==> src/rtl/ccc_pkg.sv <==
package ccc_pkg;
  localparam int CTRL_W   = 7;
  localparam int ADDR_W   = 2;
  localparam int BIT_MODE = 0;
  localparam int BIT_BUF  = 1;
  localparam int BIT_SRC  = 2;
  localparam int CASC_LO  = 3;
  localparam int EDGE_LO  = 5;

  typedef enum logic [ADDR_W-1:0] {
    ADDR_MAIN   = 2'd0,
    ADDR_SHADOW = 2'd1,
    ADDR_CTRL   = 2'd2
  } ccc_addr_e;

  typedef struct packed {
    logic capLatch;
    logic reload;
    logic shadowWr;
    logic useSec;
    logic tbAdvanced;
    logic compareMode;
  } ccc_strobe_t;
endpackage

==> src/rtl/ccc_ctrl.sv <==
module ccc_ctrl
  import ccc_pkg::*;
#(
  parameter int DATA_W      = 16,
  parameter int SYNC_STAGES = 2
) (
  input  logic              clk,
  input  logic              rstN,
  input  logic              capIn,
  input  logic              wrEn,
  input  logic [ADDR_W-1:0] addr,
  input  logic [DATA_W-1:0] wrData,
  input  logic [DATA_W-1:0] tbPri,
  input  logic [DATA_W-1:0] tbSec,
  output logic [CTRL_W-1:0] ctrlReg,
  output ccc_strobe_t       strb
);
  localparam int LAST = SYNC_STAGES - 1;

  logic [SYNC_STAGES-1:0] syncQ;
  logic                   capPrev;
  logic [DATA_W-1:0]      priPrev, secPrev, selNow, selPrev;
  logic                   riseEv, fallEv, useSec, isCompare;
  logic [1:0]             edgeSel;

  always_ff @(posedge clk or negedge rstN) begin
    if (!rstN) begin
      syncQ   <= '0;
      capPrev <= 1'b0;
      ctrlReg <= '0;
      priPrev <= '0;
      secPrev <= '0;
    end else begin
      syncQ   <= {syncQ[LAST-1:0], capIn};
      capPrev <= syncQ[LAST];
      priPrev <= tbPri;
      secPrev <= tbSec;
      if (wrEn && addr == ADDR_CTRL) ctrlReg <= wrData[CTRL_W-1:0];
    end
  end

  assign isCompare = ctrlReg[BIT_MODE];
  assign edgeSel   = ctrlReg[EDGE_LO +: 2];
  assign useSec    = (ctrlReg[CASC_LO +: 2] == 2'b11) || !ctrlReg[BIT_BUF] || ctrlReg[BIT_SRC];
  assign selNow    = useSec ? tbSec : tbPri;
  assign selPrev   = useSec ? secPrev : priPrev;
  assign riseEv    = syncQ[LAST] && !capPrev;
  assign fallEv    = !syncQ[LAST] && capPrev;

  always_comb begin
    strb             = '0;
    strb.compareMode = isCompare;
    strb.useSec      = useSec;
    strb.capLatch    = !isCompare && ((edgeSel[0] && riseEv) || (edgeSel[1] && fallEv));
    strb.reload      = isCompare && (selNow == '0) && (selPrev != '0);
    strb.shadowWr    = wrEn && (addr == ADDR_SHADOW);
    strb.tbAdvanced  = (selNow != selPrev);
  end

  p_edge_seen_r6: assert property (@(posedge clk) disable iff (!rstN)
    strb.capLatch |-> (syncQ[LAST] != capPrev));
  p_no_cap_in_cmp_r12: assert property (@(posedge clk) disable iff (!rstN)
    ctrlReg[BIT_MODE] |-> !strb.capLatch);
  p_reload_wrap_r9: assert property (@(posedge clk) disable iff (!rstN)
    (strb.reload && useSec && $past(useSec)) |-> ($past(tbSec) != '0 && tbSec == '0));
endmodule

==> src/rtl/ccc_datapath.sv <==
module ccc_datapath
  import ccc_pkg::*;
#(
  parameter int DATA_W = 16
) (
  input  logic              clk,
  input  logic              rstN,
  input  ccc_strobe_t       strb,
  input  logic [DATA_W-1:0] tbPri,
  input  logic [DATA_W-1:0] tbSec,
  input  logic [DATA_W-1:0] wrData,
  output logic [DATA_W-1:0] mainReg,
  output logic [DATA_W-1:0] shadowReg,
  output logic              capFlag,
  output logic              cmpMatch
);
  logic [DATA_W-1:0] selTb;

  assign selTb = strb.useSec ? tbSec : tbPri;

  always_ff @(posedge clk or negedge rstN) begin
    if (!rstN) begin
      mainReg   <= '0;
      shadowReg <= '0;
      capFlag   <= 1'b0;
    end else begin
      capFlag <= strb.capLatch;
      if (strb.shadowWr) shadowReg <= wrData;
      if (strb.capLatch) mainReg <= selTb;
      else if (strb.reload) mainReg <= strb.shadowWr ? wrData : shadowReg;
    end
  end

  assign cmpMatch = strb.compareMode && strb.tbAdvanced && (selTb == mainReg);

  p_main_hold_r8: assert property (@(posedge clk) disable iff (!rstN)
    (!strb.capLatch && !strb.reload) |=> $stable(mainReg));
  p_reload_copy_r9: assert property (@(posedge clk) disable iff (!rstN)
    (strb.reload && !strb.shadowWr) |=> (mainReg == $past(shadowReg)));
  p_write_wins_r10: assert property (@(posedge clk) disable iff (!rstN)
    (strb.reload && strb.shadowWr) |=> (mainReg == $past(wrData)));
  p_flag_value_r7: assert property (@(posedge clk) disable iff (!rstN)
    strb.capLatch |=> (capFlag && mainReg == $past(selTb)));
  p_match_mode_r11: assert property (@(posedge clk) disable iff (!rstN)
    cmpMatch |-> !capFlag);
endmodule

==> src/rtl/tmr_capcmp_channel.sv <==
module tmr_capcmp_channel
  import ccc_pkg::*;
#(
  parameter int DATA_W      = 16,
  parameter int SYNC_STAGES = 2
) (
  input  logic              clk,
  input  logic              rstN,
  input  logic              capIn,
  input  logic              wrEn,
  input  logic [1:0]        addr,
  input  logic [DATA_W-1:0] wrData,
  output logic [DATA_W-1:0] rdData,
  input  logic [DATA_W-1:0] tbPri,
  input  logic [DATA_W-1:0] tbSec,
  output logic [DATA_W-1:0] mainValue,
  output logic              capFlag,
  output logic              cmpMatch
);
  ccc_strobe_t       strb;
  logic [CTRL_W-1:0] ctrlReg;
  logic [DATA_W-1:0] mainReg, shadowReg;

  ccc_ctrl #(.DATA_W(DATA_W), .SYNC_STAGES(SYNC_STAGES)) u_ctrl (
    .clk(clk), .rstN(rstN), .capIn(capIn), .wrEn(wrEn), .addr(addr),
    .wrData(wrData), .tbPri(tbPri), .tbSec(tbSec), .ctrlReg(ctrlReg), .strb(strb)
  );

  ccc_datapath #(.DATA_W(DATA_W)) u_dp (
    .clk(clk), .rstN(rstN), .strb(strb), .tbPri(tbPri), .tbSec(tbSec),
    .wrData(wrData), .mainReg(mainReg), .shadowReg(shadowReg),
    .capFlag(capFlag), .cmpMatch(cmpMatch)
  );

  always_comb begin
    case (addr)
      ADDR_MAIN:   rdData = mainReg;
      ADDR_SHADOW: rdData = shadowReg;
      ADDR_CTRL:   rdData = DATA_W'(ctrlReg);
      default:     rdData = '0;
    endcase
  end

  assign mainValue = mainReg;
endmodule

==> config.mk <==
export PLATFORM = sky130hd
export DESIGN_NAME = tmr_capcmp_channel
export DESIGN_NICKNAME = d
export VERILOG_FILES = /design/src/rtl/ccc_pkg.sv /design/src/rtl/ccc_ctrl.sv /design/src/rtl/ccc_datapath.sv /design/src/rtl/tmr_capcmp_channel.sv
export SDC_FILE = /design/constraint.sdc
export NUM_CORES = 1
export LEC_CHECK = 0
export BUFFER_PORTS_ARGS = -buffer_cell sky130_fd_sc_hd__buf_2
export CELL_PAD_IN_SITES_DETAIL_PLACEMENT = 1
export CELL_PAD_IN_SITES_GLOBAL_PLACEMENT = 1
export CORE_MARGIN = 3
export CORE_UTILIZATION = 40
export CTS_CLUSTER_DIAMETER = 120
export CTS_CLUSTER_SIZE = 20
export DETAILED_ROUTE_END_ITERATION = 8
export GPL_ROUTABILITY_DRIVEN = 0
export GPL_TIMING_DRIVEN = 0
export PLACE_DENSITY = 0.73
export REMOVE_ABC_BUFFERS = 1
export SLEW_MARGIN = 30
export SYNTH_ARGS = -nofsm -noshare
export SYNTH_HDL_FRONTEND = slang
export SYNTH_SLANG_ARGS = --single-unit
export TNS_END_PERCENT = 1
==> constraint.sdc <==
create_clock -name clk -period 6.2 [get_ports clk]
set_clock_uncertainty 0.05 [all_clocks]
set_input_delay 0.31 -clock clk [delete_from_list [all_inputs] [get_ports clk]]
set_output_delay 0.31 -clock clk [all_outputs]
set_load 0.05 [all_outputs]
==> results of run 1 <==
through the flow:
stage	setup WS [ns]	total power (W)
floorplan	3.02	0.00121
global placement	2.49	0.00141
detailed placement	3.15	0.00143
CTS	2.79	0.00178
global route	2.54	0.00187
finish	2.78	0.00177
state kept, by name, summed over array words and instances, names as in the netlist:
name	flops
u_ctrl.capPrev	1
u_ctrl.ctrlReg	7
u_ctrl.priPrev	16
u_ctrl.secPrev	16
u_ctrl.syncQ	2
u_dp.capFlag	1
u_dp.mainReg	16
u_dp.shadowReg	16
layout by cell type, fill, tap and decap left out, types with 3 or more instances in the layout:
cell type / synthesis / layout
nor4_1: 13 / 13
dfrtp_1: 75 / 75
xor2_1: 22 / 22
nand3_1: 10 / 10
nor2_1: 10 / 10
buf_2: 12 / 86
xnor2_1: 18 / 18
a31oi_1: 18 / 18
clkbuf_1: 10 / 3
nor3_1: 4 / 4
and2_1: 6 / 6
nand2_1: 13 / 13
mux2i_1: 44 / 44
nor4b_1: 3 / 3
nand4_1: 6 / 6
o22ai_1: 15 / 15
a211oi_1: 3 / 3
a41o_1: 16 / 16
o21ai_0: 18 / 18
inv_1: 18 / 18
and3_1: 5 / 5
a21oi_1: 8 / 8
clkbuf_8: 0 / 11
mux2_2: 7 / 7
synth_stat cells, types with 2 or more instances:
| library cell | instances | share of area |
|---|---|---|
| dfrtp_1 | 75 | 0.46 |
| mux2i_1 | 44 | 0.11 |
| xor2_1 | 22 | 0.047 |
| a31oi_1 | 18 | 0.028 |
| inv_1 | 18 | 0.017 |
| o21ai_0 | 18 | 0.022 |
| xnor2_1 | 18 | 0.039 |
| a41o_1 | 16 | 0.039 |
| o22ai_1 | 15 | 0.023 |
| nand2_1 | 13 | 0.012 |
| nor4_1 | 13 | 0.020 |
| buf_2 | 12 | 0.015 |
| clkbuf_1 | 10 | 0.0093 |
| nand3_1 | 10 | 0.012 |
| nor2_1 | 10 | 0.0093 |
| a21oi_1 | 8 | 0.0099 |
| mux2_2 | 7 | 0.019 |
| and2_1 | 6 | 0.0093 |
| nand4_1 | 6 | 0.0093 |
| and3_1 | 5 | 0.0077 |
| nor3_1 | 4 | 0.0049 |
| a211oi_1 | 3 | 0.0056 |
| nor4b_1 | 3 | 0.0065 |
| and4_1 | 2 | 0.0043 |
| buf_4 | 2 | 0.0037 |
| buf_6 | 2 | 0.0056 |
| nand3b_1 | 2 | 0.0037 |
| o2111ai_1 | 2 | 0.0043 |
| o21a_1 | 2 | 0.0037 |
| or4_1 | 2 | 0.0037 |
final cells by class:
class                           count  area (um2)  area share
Clock buffer                       14         163      0.0340
Clock inverter                      2        10.0     0.00209
Inverter                           19        71.3      0.0149
Multi-Input combinational cell    264        1990       0.416
Sequential cell                    75        1880       0.393
Tap cell                          133         166      0.0348
Timing Repair Buffer               92         505       0.106
final timing paths:
| kind | from | end | slack, ns | cells after the start |
|---|---|---|---|---|
| setup reg to reg | u_ctrl.ctrlReg[2] | u_dp.mainReg[6] | 3.13 | 6 |
| hold reg to reg | u_ctrl.syncQ[0] | u_ctrl.syncQ[1] | 0.30 | 0 |
| min in group asynchronous | rstN | u_dp.shadowReg[12] | 0.36 | 2 |
| hold / removal | capIn | u_ctrl.syncQ[0] | 0.02 | 1 |
| setup / recovery | u_ctrl.ctrlReg[2] | cmpMatch | 2.78 | 7 |
| max in group asynchronous | rstN | u_dp.mainReg[2] | 5.16 | 3 |
worst max-delay path: cells and delay by family (launching register included):
kind	cells	cell delay, ns
buf+inv	1	0.25
simple gates	3	1.16
mux	1	0.58
xor+xnor	1	0.13
compound gates	1	0.17
flops	1	0.42
kinds of logic after synthesis:
group | count (synthesis)
xor+xnor | 40
simple gates | 83
mux | 52
compound gates | 89
flops | 75
buf+inv | 45
power groups by stage:
| stage | registers, W | clock network (W) | logic (W) |
|---|---|---|---|
| final | 0.000687 | 0.000351 | 0.000737 |
| after CTS | 0.000687 | 0.000351 | 0.000742 |
| after global routing | 0.000704 | 0.000371 | 0.000792 |
| after global placement | 0.000688 | 0 | 0.000718 |
| after detailed placement | 0.000696 | 0 | 0.000737 |
| after floorplan | 0.000844 | 0 | 0.000364 |
per-layer routing:
metal | part of all wire | track usage | wire length (um)
met5 | 0 | 0 | 0
met1 | 0.48 | 0.320 | 5900
met4 | 0.0089 | 0.0548 | 110
met2 | 0.47 | 0.357 | 5840
met3 | 0.041 | 0.0409 | 503
==> metrics.yaml, run 1 <==
sta:
  timing.hold.ws_ns: 0.0154
  drv_slew: 0
  fin_crit_ns: 3.42
  hold_violations: 0
  setup_viol: 0
  rsz0062_at_grt: "false"
  totalNegativeSetupSlack_ns: 0
  fin_crit_sh: 0.552
  max_freq_ghz: 0.292
  worst_pin_slew_ns: 0.641
  relSlewSlack: 0.571
outcome:
  run_status: "completed"
finish:
  utilization: 0.487
  final_nets: 515
  layout-drive-gt1-share: 0.258
  antenna_cells: 0
  fillCellCount: 1173
  area_delta_synth_final_pct: 17.8
  fin_cells: 599
  final_area_um2: 4780
worst_setup_path:
  required_ns: 5.84
  critPathMaxFanout: 15
  critical_path.max_stage_delay_ns: 0.58
  path_cells: "nand2b_2, nor2_4, mux2i_1, xor2_1, nor4_1, a211oi_1, buf_2"
  worstSetupEndpointType: "primary output"
  path_class: "flip-flop to primary output"
  cp_slowest_cell: "mux2i_1"
  start_kind: "flip-flop"
  arrival_ns: 3.06
yosys:
  ys_seq_area_frac: 0.463
  syn_inst: 384
  post_synth_instance_area_um2: 4060
  yosys_warnings: 0
  synth-main-ff-cell: "dfrtp_1"
  synth_fa_ha_area_frac: 0
  synth-edff-count: 0
  ys_ff_latch: 75
  synth_compound_area_frac: 0.152
  syn_area_per_cell_um2: 10.6
  synth_cell_type_count: 46
  synthXorXnorAreaFrac: 0.0863
  yosys.area_share.simple: 0.117
  synth_top_family_by_area: "compound AO/OA/AOI/OAI gates"
  synthMuxAreaShare: 0.131
  synthArstFlopShare: 1.00
floorplan:
  die_w_um: 107
  dieHeight_um: 107
  io_pins: 88
  initial_utilization: 0.413
  fp.coreArea_um2: 9820
  dieArea_um2: 11400
  num_rows: 36
power:
  p_leak_nw: 2.36
  power_switching_w: 0.000799
  p_per_area_nw_per_um2: 371
  power.internal_w: 0.000975
  power_frac_seq: 0.387
  irDropWorstVdd_mv: 0.207
  switching_share: 0.450
  clkPwrFrac: 0.198
  combPwrFrac: 0.415
placement:
  post_dp_cell_area_um2: 4600
  placedCellCount: 582
  dpl.hpwl_um: 9280
  io_buffers: 87
drt:
  ant_nets: 0
  via_per_inst: 5.72
  wl_per_cell_um: 20.6
  dr_total_vias: 3429
  drtPass1Iterations: 4
  drt_iter0_markers: 135
  drc: 0
  routed_wl_um: 12400
clock_network:
  ctsHoldBuffers: 1
  cts.sinks: 75
  cts_tree: "yes"
  cts_resized: 0
  clkTransAtPathRegs_ns: 0.08
  cts-root-buf: "clkbuf_8"
  cts_buffer_depth: 2
  cts_setup_buffers: 0
  htreeDepth: 3
  numCtsBuffers: 9
  clock_latency_ns: 0.35
run:
  drv_cap: 0
global_routing:
  grt_use_total: 0.225
  grt_pass1_wl_um: 19900
  overflow: 0
  grt_pass1_vias: 3605
  grt_max_degree: 51
  antenna_found_initial: 0
min_path:
  holdCritPathClass: "input pin to flip-flop"
(Power assumes the default switching activity.)
==> run 2, diff against run 1 <==
Clock period 6.2 ns to 3.25 ns, I/O delays scaled along.
==> run 2 against run 1 <==
Final cell count up 7.7%. Hold slack lost 0.0059 ns. Die area unchanged. Utilization grew 4.8 points. Sequential share of layout area decreased by 3.5 points. Power up 95%. Global-route usage increased by 1.8 points. Critical path type unchanged.
==> metrics.yaml, run 2 (synthesized netlist as in run 1, its figures left out) <==
power:
  irDropWorstVdd_mv: 0.394  # +90%
  p_leak_nw: 2.57  # +8.7%
  report.power.total_w: 0.00346  # +95%
  p_per_area_nw_per_um2: 659  # +78%
finish:
  final_nets: 561  # +8.9%
  final_cell_mix: "86 x buf_2, 75 x dfrtp_1, 41 x mux2i_1, 40 x dlygate4sd3_1, 22 x xor2_1"
  utilization: 0.535  # +0.0478
  layout-drive-gt1-share: 0.256  # -0.00165
  antenna_cells: 0  # unchanged
  final_area_um2: 5250  # +9.8%
  area_delta_synth_final_pct: 29.4
  final_common_cell: "buf_2"
drt:
  drc: 0  # unchanged
  drtPass1Iterations: 4  # unchanged
  via_per_inst: 5.65  # -1.3%
  routed_wl_um: 13500  # +9.0%
  dr_total_vias: 3646  # +6.3%
  ant_nets: 0  # unchanged
  drt_iter0_markers: 174  # +29%
  wl_per_cell_um: 20.9  # +1.2%
floorplan:
  die_w_um: 107  # unchanged
  dieHeight_um: 107  # unchanged
  io_pins: 88  # unchanged
  dieArea_um2: 11400  # unchanged
  fp.coreArea_um2: 9820  # unchanged
  initial_utilization: 0.413  # unchanged
  num_rows: 36  # unchanged
sta:
  relSlewSlack: 0.540  # -0.0306
  rsz0062_at_grt: "false"
  hold_violations: 0  # unchanged
  worst_pin_slew_ns: 0.687  # +0.0457 ns
  fin_crit_ns: 2.99
  totalNegativeSetupSlack_ns: 0  # unchanged
  fin_crit_sh: 0.920
  max_freq_ghz: 0.334
  setup_viol: 0  # unchanged
  timing.hold.ws_ns: 0.00951  # -0.00585 ns
  drv_slew: 0  # unchanged
placement:
  io_buffers: 87  # unchanged
  post_dp_cell_area_um2: 4600  # unchanged
  dpl.hpwl_um: 9280  # unchanged
worst_setup_path:
  path_class: "flip-flop to primary output"
  cp.buffers_inverters: 1  # unchanged
  path_delay_family: "simple AND/OR/NAND/NOR gates"
  r2r-end: "u_dp.mainReg[6]"
  r2r_slack_ns: 0.48  # -2.65 ns
  cp_slowest_cell: "mux2i_2"
  required_ns: 3.04  # -2.80 ns
  critPathMaxFanout: 9  # -6
  worstSetupEndpointType: "primary output"
  start_kind: "flip-flop"
  critical_path.max_stage_delay_ns: 0.43  # -0.15 ns
  path_cells: "and2_1, nor2_4, mux2i_2, xor2_1, nand4_1, a211oi_1, buf_2"
  r2r_cells: 6  # unchanged
  arrival_ns: 2.78  # -0.28 ns
  r2r_start: "u_ctrl.ctrlReg[3]"
clock_network:
  cts_tree: "yes"
  cts.sinks: 75  # unchanged
  clock_latency_ns: 0.35  # about the same
  cts_buffer_depth: 2  # unchanged
  cts-root-buf: "clkbuf_8"
  htreeDepth: 3  # unchanged
  clkTransAtPathRegs_ns: 0.08  # about the same
  numCtsBuffers: 9  # unchanged
run:
  drv_cap: 0  # unchanged
global_routing:
  overflow: 0  # unchanged
  antenna_found_initial: 0  # unchanged
  grt_use_total: 0.243  # +0.0179
  grt_max_degree: 51  # unchanged
  grt_pass1_vias: 3928  # +9.0%
  grt_pass1_wl_um: 21400  # +7.8%
outcome:
  run_status: "completed"
min_path:
  holdCritPathClass: "input pin to flip-flop"
  min_delay_worst_endpoint: "u_dp.shadowReg[15]"
  hold_path_depth: 3  # +2
  min-delay-start: "wrData[15]"
==> run 2: changes by cell type in the layout (fill, tap and decap cells not counted), sizes merged <==
cell and change:
dlygate4sd3 +39, nor2 +1, buf +6
==> run 2: worst max path at each step <==
| stage | start | to | slack, ns | cells past startpoint |
|---|---|---|---|---|
| 3_3_place_gp | u_ctrl.ctrlReg[3] | u_dp.mainReg[6] | -0.45 | 5 |
| 2_1_floorplan | u_ctrl.ctrlReg[2] | cmpMatch | 0.22 | 6 |
| 3_5_place_dp | u_ctrl.ctrlReg[1] | u_dp.mainReg[6] | 0.20 | 6 |
| 6_report | u_ctrl.ctrlReg[3] | cmpMatch | 0.26 | 7 |
| 4_1_cts | u_ctrl.ctrlReg[2] | cmpMatch | 0.01 | 7 |
| 5_1_grt | u_ctrl.ctrlReg[3] | cmpMatch | 0.04 | 7 |
==> run 2: report_power, final <==
part	total [W]	switching, W	internal [W]
clock network	0.000661	0.000343	0.000318
logic	0.00149	0.000994	0.000493
registers	0.00131	0.000208	0.00110
total	0.00346	0.00154	0.00192
==> run 2: per-stage QoR <==
stage                     worst slack (ns)  instances
final                                0.260        645
after global routing                0.0378        645
after CTS                           0.0143        638
after global placement              -0.447        578
after detailed placement             0.197        582
after floorplan                      0.217        358
==> run 2: layout make-up <==
cell class / instances / area (um2)
Fill cell: 1133 / 4570
Clock buffer: 14 / 163
Sequential cell: 75 / 1880
Timing Repair Buffer: 137 / 941
Inverter: 19 / 71.3
Tap cell: 133 / 166
Multi-Input combinational cell: 265 / 2020
Clock inverter: 2 / 10.0
==> run 2: timing repair <==
action,CTS,global route
buffers inserted,0,6
hold buffers,40,0
setup endpoints to repair,1,1
endpoints found under the hold margin,64,0
gates resized for setup,1,5
pin swaps,0,1
cloned,0,1
==> run 2: layer usage <==
layer,track usage,part of all wire
met5,0,0
met4,0.0685,0.0082
met3,0.0476,0.058
met1,0.331,0.45
met2,0.396,0.49
==> run 2: worst register-to-register path: cells and delay by family, from the launching register on <==
family / cells / cell delay, ns
and+or+nand+nor: 3 / 1.37
muxes: 1 / 0.43
DFF: 1 / 0.42
AOI/OAI and AO/OA: 2 / 0.37
